File: src/rtl/pwrseq_pkg.sv
package pwrseq_pkg;

  typedef enum logic [1:0] {
    ST_IDLE  = 2'd0,
    ST_ENTER = 2'd1,
    ST_DOWN  = 2'd2,
    ST_STAB  = 2'd3
  } seq_state_e;

  // control register field positions
  localparam int F_PD   = 0;
  localparam int F_WKEN = 1;
  localparam int F_PDN  = 2;
  localparam int F_IRQ  = 3;

  // true on the last count of a window of 'limit' cycles
  function automatic logic at_limit(input int unsigned cnt, input int unsigned limit);
    return cnt == limit - 1;
  endfunction

endpackage

File: src/rtl/pwrseq_wake_router.sv
module pwrseq_wake_router #(
  parameter int N_USER = 8
) (
  input  logic              route_en,
  input  logic [N_USER-1:0] user_src,
  input  logic              card_src,
  input  logic              keypad_src,
  output logic              any_src,
  output logic              wake_evt
);

  always_comb begin
    any_src  = (|user_src) | card_src | keypad_src;
    wake_evt = route_en & any_src;
  end

endmodule

File: src/rtl/pwrseq_ctrl_reg.sv
module pwrseq_ctrl_reg
  import pwrseq_pkg::*;
#(
  parameter int REG_W = 8
) (
  input  logic             clk,
  input  logic             rst_n,
  input  logic             wr,
  input  logic             rd,
  input  logic [REG_W-1:0] wdata,
  input  logic             seq_clear_pd,
  input  logic             irq_set,
  input  logic             pwr_down,
  output logic             pd_bit,
  output logic             wake_en,
  output logic             wake_irq,
  output logic [REG_W-1:0] rdata
);

  always_ff @(posedge clk or negedge rst_n) begin
    if (!rst_n) begin
      pd_bit   <= 1'b0;
      wake_en  <= 1'b0;
      wake_irq <= 1'b0;
    end else begin
      if (wr) begin
        pd_bit  <= wdata[F_PD];
        wake_en <= wdata[F_WKEN];
      end else if (rd) begin
        wake_en <= 1'b0;
      end
      if (seq_clear_pd) pd_bit <= 1'b0;
      if (irq_set) wake_irq <= 1'b1;
      else if (wr || rd) wake_irq <= 1'b0;
    end
  end

  always_comb begin
    rdata         = '0;
    rdata[F_PD]   = pd_bit;
    rdata[F_WKEN] = wake_en;
    rdata[F_PDN]  = pwr_down;
    rdata[F_IRQ]  = wake_irq;
  end

  p_read_clears_route_r5: assert property (@(posedge clk) disable iff (!rst_n)
    (rd && !wr) |=> !wake_en);

  p_irq_held_r9: assert property (@(posedge clk) disable iff (!rst_n)
    (wake_irq && !wr && !rd) |=> wake_irq);

endmodule

File: src/rtl/pwrseq_seq.sv
module pwrseq_seq
  import pwrseq_pkg::*;
#(
  parameter int ENTRY_CYCLES = 32,
  parameter int EXIT_CYCLES  = 512
) (
  input  logic       clk,
  input  logic       rst_n,
  input  logic       pd_bit,
  input  logic       wake_evt,
  output logic       pwr_down,
  output logic       seq_clear_pd,
  output logic       irq_set,
  output seq_state_e state
);

  localparam int MAXW = (ENTRY_CYCLES > EXIT_CYCLES) ? ENTRY_CYCLES : EXIT_CYCLES;
  localparam int CW   = $clog2(MAXW + 1);

  logic [CW-1:0] cnt;
  logic          entry_done;
  logic          stab_done;

  always_comb begin
    entry_done   = at_limit(32'(cnt), ENTRY_CYCLES);
    stab_done    = at_limit(32'(cnt), EXIT_CYCLES);
    irq_set      = (state == ST_STAB) && stab_done;
    seq_clear_pd = wake_evt && pd_bit &&
                   (state == ST_IDLE || state == ST_ENTER || state == ST_DOWN);
  end

  always_ff @(posedge clk or negedge rst_n) begin
    if (!rst_n) begin
      state    <= ST_IDLE;
      cnt      <= '0;
      pwr_down <= 1'b0;
    end else begin
      unique case (state)
        ST_IDLE: begin
          if (pd_bit && !wake_evt) begin
            state <= ST_ENTER;
            cnt   <= CW'(1);
          end
        end
        ST_ENTER: begin
          if (wake_evt || !pd_bit) begin
            state <= ST_IDLE;
            cnt   <= '0;
          end else if (entry_done) begin
            state    <= ST_DOWN;
            pwr_down <= 1'b1;
            cnt      <= '0;
          end else begin
            cnt <= cnt + 1'b1;
          end
        end
        ST_DOWN: begin
          if (wake_evt) begin
            state    <= ST_STAB;
            pwr_down <= 1'b0;
            cnt      <= '0;
          end else if (!pd_bit) begin
            state    <= ST_IDLE;
            pwr_down <= 1'b0;
          end
        end
        ST_STAB: begin
          if (stab_done) begin
            state <= ST_IDLE;
            cnt   <= '0;
          end else begin
            cnt <= cnt + 1'b1;
          end
        end
        default: state <= ST_IDLE;
      endcase
    end
  end

  // independent age counters used only by the checks below
  logic [CW-1:0] busy_age;
  logic [CW-1:0] stab_age;

  always_ff @(posedge clk or negedge rst_n) begin
    if (!rst_n) begin
      busy_age <= '0;
      stab_age <= '0;
    end else begin
      busy_age <= (state == ST_IDLE) ? '0 :
                  ((32'(busy_age) < MAXW) ? busy_age + 1'b1 : busy_age);
      stab_age <= (state == ST_STAB) ? stab_age + 1'b1 : '0;
    end
  end

  p_entry_delay_r1: assert property (@(posedge clk) disable iff (!rst_n)
    $rose(pwr_down) |-> (32'(busy_age) == ENTRY_CYCLES - 1));

  p_wake_releases_r3: assert property (@(posedge clk) disable iff (!rst_n)
    (state == ST_DOWN && wake_evt) |=> !pwr_down);

  p_stab_window_r4: assert property (@(posedge clk) disable iff (!rst_n)
    irq_set |-> (32'(stab_age) == EXIT_CYCLES - 1));

  p_abort_entry_r8: assert property (@(posedge clk) disable iff (!rst_n)
    (state == ST_ENTER && wake_evt) |=> (state == ST_IDLE && !pwr_down));

endmodule

File: src/rtl/pwrseq_top.sv
module pwrseq_top
  import pwrseq_pkg::*;
#(
  parameter int REG_W        = 8,
  parameter int N_USER       = 8,
  parameter int N_BLK        = 4,
  parameter int ENTRY_CYCLES = 32,
  parameter int EXIT_CYCLES  = 512
) (
  input  logic              clk,
  input  logic              rst_n,
  input  logic              ctrl_wr,
  input  logic              ctrl_rd,
  input  logic [REG_W-1:0]  ctrl_wdata,
  output logic [REG_W-1:0]  ctrl_rdata,
  input  logic [N_USER-1:0] wake_user,
  input  logic              wake_card,
  input  logic              wake_keypad,
  input  logic [N_BLK-1:0]  blk_pwr_en,
  output logic              pwr_down,
  output logic [N_BLK-1:0]  ana_en,
  output logic              wake_irq
);

  logic       pd_bit;
  logic       wake_en;
  logic       any_src;
  logic       wake_evt;
  logic       seq_clear_pd;
  logic       irq_set;
  seq_state_e state;

  pwrseq_wake_router #(.N_USER(N_USER)) u_router (
    .route_en   (wake_en),
    .user_src   (wake_user),
    .card_src   (wake_card),
    .keypad_src (wake_keypad),
    .any_src    (any_src),
    .wake_evt   (wake_evt)
  );

  pwrseq_ctrl_reg #(.REG_W(REG_W)) u_reg (
    .clk          (clk),
    .rst_n        (rst_n),
    .wr           (ctrl_wr),
    .rd           (ctrl_rd),
    .wdata        (ctrl_wdata),
    .seq_clear_pd (seq_clear_pd),
    .irq_set      (irq_set),
    .pwr_down     (pwr_down),
    .pd_bit       (pd_bit),
    .wake_en      (wake_en),
    .wake_irq     (wake_irq),
    .rdata        (ctrl_rdata)
  );

  pwrseq_seq #(.ENTRY_CYCLES(ENTRY_CYCLES), .EXIT_CYCLES(EXIT_CYCLES)) u_seq (
    .clk          (clk),
    .rst_n        (rst_n),
    .pd_bit       (pd_bit),
    .wake_evt     (wake_evt),
    .pwr_down     (pwr_down),
    .seq_clear_pd (seq_clear_pd),
    .irq_set      (irq_set),
    .state        (state)
  );

  // request bit overrides each block's own power control
  for (genvar i = 0; i < N_BLK; i++) begin : g_ana
    assign ana_en[i] = blk_pwr_en[i] & ~pd_bit;
  end

  p_standby_gates_analog_r6: assert property (@(posedge clk) disable iff (!rst_n)
    ($rose(pwr_down) && !$past(ctrl_wr)) |-> (ana_en == '0));

  p_unrouted_holds_r7: assert property (@(posedge clk) disable iff (!rst_n)
    (pwr_down && !wake_en && !ctrl_wr && any_src) |=> pwr_down);

endmodule

File: config.mk
export PLATFORM = sky130hd
export DESIGN_NAME = pwrseq_top
export DESIGN_NICKNAME = d
export VERILOG_FILES = /design/src/rtl/pwrseq_pkg.sv /design/src/rtl/pwrseq_wake_router.sv /design/src/rtl/pwrseq_ctrl_reg.sv /design/src/rtl/pwrseq_seq.sv /design/src/rtl/pwrseq_top.sv
export SDC_FILE = /design/constraint.sdc
export NUM_CORES = 1
export LEC_CHECK = 0
export ABC_AREA = 1
export BUFFER_PORTS_ARGS = -buffer_cell sky130_fd_sc_hd__buf_2
export CAP_MARGIN = 5
export CORE_UTILIZATION = 49
export CTS_CLUSTER_DIAMETER = 80
export DETAILED_ROUTE_END_ITERATION = 7
export GPL_ROUTABILITY_DRIVEN = 0
export PLACE_DENSITY = 0.78
export SKIP_LAST_GASP = 1
export SYNTH_ARGS = -nofsm -noshare
export SYNTH_HDL_FRONTEND = slang
export SYNTH_SLANG_ARGS = --single-unit
File: constraint.sdc
create_clock -name clk -period 2.1 [get_ports clk]
set_clock_uncertainty 0.15 [all_clocks]
set_input_delay 0 -clock clk [delete_from_list [all_inputs] [get_ports clk]]
set_output_delay 0 -clock clk [all_outputs]
set_load 0.02 [all_outputs]
# Yosys cells after proc, flatten, opt, wreduce, memory -nomap -nowiden
# Cells that the tools add are included.
# word_totals
ram_bits	0
latch_bits	0
memories	0
out_inout_bits	14
mem_bits_ro	0
elab_cells	70
reg_bits	16
# classes
div	0
eq_ne	12
shifts	0
mux	24
n_lt_le_gt_ge	0
bitwise_logic	8
n_reduce_logical	19
mul	0
addsub	1
# ops
op	count
two-way mux 10 bit	5
case mux 10 bit (4 select lines)	1
two-way mux 2 bit	6
adder 10 x 1 -> 10 bit (second input constant)	1
equality test 10 x 5 -> 1 bit (second input constant)	1
equality test 10 x 9 -> 1 bit (second input constant)	1
two-way mux 1 bit	10
inequality test 2 x 1 -> 1 bit (second input constant)	4
case mux 2 bit (4 select lines)	1
AND reduction 4 bit	2
nonzero test 2 bit	4
OR reduction 8 bit	1
inequality test 3 x 2 -> 1 bit (second input constant)	2
bitwise AND 1 bit	5
equality test 2 bit (second input constant)	2
logical AND 1 bit	4
logical OR 1 bit	4
equality test 2 x 1 -> 1 bit (second input constant)	1
zero test 1 bit	2
zero test 2 bit	1
inequality test 2 bit (second input constant)	1
OR 1 bit	2
case mux 1 bit (2 select lines)	1
AND reduction 2 bit	1
inverter 1 bit	1

# Longest topological paths before layout
# logic_depth
word_depth	8
ltp_mapped	10
depth_no_buf	10

# Hierarchy
# A second synthesis with hierarchy kept.
# unflattened
hier_cells	163
hier_area_um2	1097.3
# by_module_without_submodules
mod	cells_each	area_per_inst_um2	n_inst	seq_area_each_um2
pwrseq_seq	120	834.6	1	325.3
pwrseq_ctrl_reg	24	187.7	1	75.1
pwrseq_wake_router	11	45.0	1	0.0
pwrseq_top	8	30.0	1	0.0

# Worst setup path before layout
# No wires, ideal clock.
# synth_timing
path_kind	register to register
startpoint	reg u_seq.cnt[0]
endpoint	reg u_seq.state[0]
slack_ns	0.554
stages_incl_launch_ff	9
setup_time_ns	0.120
path_buffers	0
period_less_slack_ns	1.546
arrival_ns	1.275
cell_sequence	dfrtp_1 > ha_1 > nand3_2 > nor2_4 > nand2_1 > nand4_1 > nand2_2 > inv_2 > nand2_1
# synth_via
elab_chain_cells	3
word_cells_on_any_way	5
classes_between	eq/ne: 4; reduce/logical: 1
# synth_rtl
element	line	text
from (decl)	pwrseq_seq.sv:20	logic [CW-1:0] cnt;
from (signal assigned)	pwrseq_seq.sv:54	cnt <= cnt + 1'b1;
from (signal assigned)	pwrseq_seq.sv:72	cnt <= cnt + 1'b1;
equality test 10 x 5 -> 1 bit / equality test 10 x 9 -> 1 bit (equally long branches)	pwrseq_pkg.sv:18	return cnt == limit - 1;
inequality test 3 x 2 -> 1 bit (no line) / inequality test 2 x 1 -> 1 bit (equally long branches)	n/a	
AND reduction 4 bit (no line) *	n/a	
to (signal assigned)	pwrseq_seq.sv:34	state <= ST_IDLE;
to (signal assigned)	pwrseq_seq.sv:41	state <= ST_ENTER;
to (signal assigned)	pwrseq_seq.sv:47	state <= ST_IDLE;
to (decl)	pwrseq_seq.sv:14	output seq_state_e state
# Mark *: on every way between the ends. The rest lies on a longest branch, timed or not.
# A chain may end at the register's enable or synchronous reset.

# Worst setup path in the final report
# layout_timing
startpoint	in ctrl_wdata[1]
endpoint	reg u_reg.wake_en
# layout_via
elab_chain_cells	1
# layout_rtl
element	line	text
from (decl)	pwrseq_top.sv:14	input logic [REG_W-1:0] ctrl_wdata,
two-way mux 1 bit	pwrseq_ctrl_reg.sv:26	if (wr) begin
to (signal assigned)	pwrseq_ctrl_reg.sv:28	wake_en <= wdata[F_WKEN];
to (decl)	pwrseq_ctrl_reg.sv:15	output logic wake_en,
# No other way between the ends.

==> results.json <==
{
  "outcome": "finished, violations left",
  "failed_checks": "negative hold slack",
  "cts_tree": "built",
  "internal_power_uw": 417,
  "pwr-share-seq_pct": 55.6,
  "synth_top_area_cell": "dfrtp_1",
  "drt-total-wl_um": 2450,
  "mappedNetlistArea_sq_um": 1170,
  "ys_ff_latch": 16,
  "regArea_sq_um": 400,
  "drt-vias-per-instance": 4.87,
  "power.share.clock_pct": 28.8,
  "dpl.hpwl_um": 1790,
  "startpoint_type": "input pin",
  "numCtsBuffers": 3,
  "synth_common_cells": "nand2_1, inv_1, nor2_1",
  "grt_pass1_wl_um": 3910,
  "drt_first_pass_iters": 4,
  "cts_sinks": 16,
  "std_cell_rows": 17,
  "final-hold-violation-count": 3,
  "setup_viol": 0,
  "antenna_found_initial": 0,
  "synthTopCellsByArea": "dfrtp_1, nand2_1, inv_1",
  "powerDensity_nw_per_um2": 410,
  "cp_cell_sequence": "dlygate4sd3_1, buf_2, nand2_1, dlygate4sd3_1, o21ai_0, dlygate4sd3_1",
  "min_period_ns": 1.83,
  "portBuffers": 29,
  "whs_ns": -0.00144,
  "rsz0062_at_grt": "false",
  "core_sq_um": 2230,
  "clkTransAtPathRegs_ns": 0.10,
  "drv_cap": 0,
  "fin_ws_ns": 0.270,
  "die_w_um": 50.9,
  "die_y_um": 50.9,
  "use_met3_pct": 2.98,
  "fin_area_sq_um": 1390,
  "ys_warn_count": 0,
  "crit_arrival_ns": 1.86,
  "clk_latency_ns": 0.29,
  "gr-total-overflow": 0,
  "worstPathMaxFanout": 1,
  "fin_crit_sh_pct": 87.2,
  "fin_util_pct": 62.3,
  "reg2regPathDepth": 8,
  "grt_max_degree": 17,
  "ios": 40,
  "diodes": 0,
  "slew_viol_final": 0,
  "postSynthAreaPerCell_sq_um": 7.60,
  "crit_type": "in2reg",
  "crit_path_top_delay_cell": "dlygate4sd3_1",
  "swShare_pct": 26.9,
  "cp_slowest_stage_delay_ns": 0.56,
  "yosysMostFrequentCell": "nand2_1",
  "die_area_sq_um": 2590,
  "syn_to_final_growth_pct": 18.8,
  "synth_top_cell_area_share_pct": 34.2,
  "vias": 1052,
  "grt_use_met2_pct": 39.3,
  "finalPower_uw": 570,
  "hold_path_class": "in2async",
  "final_layout_size_suffix_gt1_share_pct": 30.9,
  "end_kind": "flop",
  "num-nets-final": 217,
  "p_comb_share_pct": 15.6,
  "tns_ns": 0,
  "clockBufferDepth": 2,
  "reg2reg_to": "u_seq.state[0]",
  "top_usage_layer": "met2",
  "crit_required_ns": 2.13,
  "wl_per_cell_um": 11.3,
  "grt_pass1_vias": 984,
  "multi_input_area_sq_um": 641,
  "synth_edf_count": 0,
  "p_sw_uw": 153,
  "crit_top_cell": "dlygate4sd3_1",
  "netlist_instances": 154,
  "drt_iter0_markers": 18,
  "n_fill_cell": 190,
  "start_util_pct": 52.4,
  "drcViolationCount": 0,
  "async_flop_share_pct": 100,
  "dpl_worst_slack_ns": 0.312,
  "reg2reg_from": "u_seq.cnt[0]",
  "h-tree-depth": 1,
  "ir_drop_mv": 0.225,
  "synth_cell_types": 30,
  "grt_use_total_pct": 20.8,
  "clock-root-buffer": "clkbuf_4",
  "post_cts_resized": 0,
  "met1_usage_pct": 22.2,
  "place_area_sq_um": 1290,
  "p_leak_uw": 0.000704,
  "yosysSeqAreaShare_pct": 34.2,
  "ant_nets": 0,
  "fmax_mhz": 546,
  "r2r_slack_ns": 0.30,
  "synth-main-ff-cell": "dfrtp_1"
}
==> cell usage in the layout (no fill, tap or decap), types with 5 or more instances in the layout <==
master         netlist  routed
buf_2                0      29
dfrtp_1             16      16
dlygate4sd3_1        0       8
inv_1               17      17
nand2_1             41      41
nand2_2              5       5
nand3_1              5       5
nor2_1              17      17
nor2_2               5       5
o21ai_0              5       5
o21ai_2              5       5
==> flip-flops by register name (all words and copies together), names as in the netlist <==
| signal | cells |
|---|---|
| u_seq.pwr_down | 1 |
| u_seq.state | 2 |
| u_reg.wake_irq | 1 |
| u_reg.wake_en | 1 |
| u_seq.cnt | 10 |
| u_reg.pd_bit | 1 |
==> stage by stage <==
| stage | instances | hold slack (ns) |
|---|---|---|
| final | 216 | -0.00144 |
| after global routing | 216 | 0.0274 |
| after CTS | 216 | 0.00408 |
| after detailed placement | 205 | -0.212 |
| after global placement | 205 | -0.215 |
| after floorplan | 157 | -0.446 |
==> repair_timing <==
action	CTS	global route
endpoints found under the hold margin	19	0
buffers inserted	0	0
hold buffers	8	0
==> cell families after synthesis <==
kind of cell / Yosys count / synth area share (%)
AND/OR/NAND/NOR: 87 / 37.5
buffers and inverters: 27 / 12.1
AO/OA/AOI/OAI: 16 / 10.4
flip-flops: 16 / 34.2
XOR/XNOR: 6 / 4.49
adder cells (fa/ha/maj): 1 / 1.07
other: 1 / 0.320
==> layer usage <==
layer	vias to the layer above	routed length, um	share of wire (%)
li1	541	-	-
met1	478	1080	44
met2	29	1240	51
met3	4	89	3.6
met4	0	30	1.2
met5	-	0	0
==> power by group through the flow <==
stage	Clock, uW	Combinational (uW)	Sequential [uW]
global route	184	97.7	317
CTS	173	88.9	317
finish	164	88.7	317
detailed placement	0	75.8	323
global placement	0	73.9	322
floorplan	0	57.9	318
==> worst max-delay path: cells and delay by family <==
family	cells	cell delay, ns
AOI/OAI and AO/OA	1	0.07
buffers and inverters	4	1.74
and+or+nand+nor	1	0.05
==> worst max-delay path by stage <==
| stage | depth (start not counted) | slack [ns] | from | to |
|---|---|---|---|---|
| after floorplan | 8 | 0.55 | u_seq.cnt[0] | u_seq.state[0] |
| after global placement | 8 | 0.36 | u_seq.cnt[0] | u_seq.state[0] |
| after detailed placement | 8 | 0.31 | u_seq.cnt[0] | u_seq.state[0] |
| after CTS | 8 | 0.30 | u_seq.cnt[0] | u_seq.state[0] |
| after global routing | 8 | 0.18 | u_seq.cnt[0] | u_seq.state[0] |
| final | 6 | 0.27 | ctrl_wdata[1] | u_reg.wake_en |
==> area by class of cell <==
type,count,area share [%]
multi-input combinational,114,46.0
sequential,16,28.8
timing repair buffer,37,16.2
inverter,18,4.86
tap,28,2.52
clock buffer,3,1.62
(Power assumes the default switching activity.)
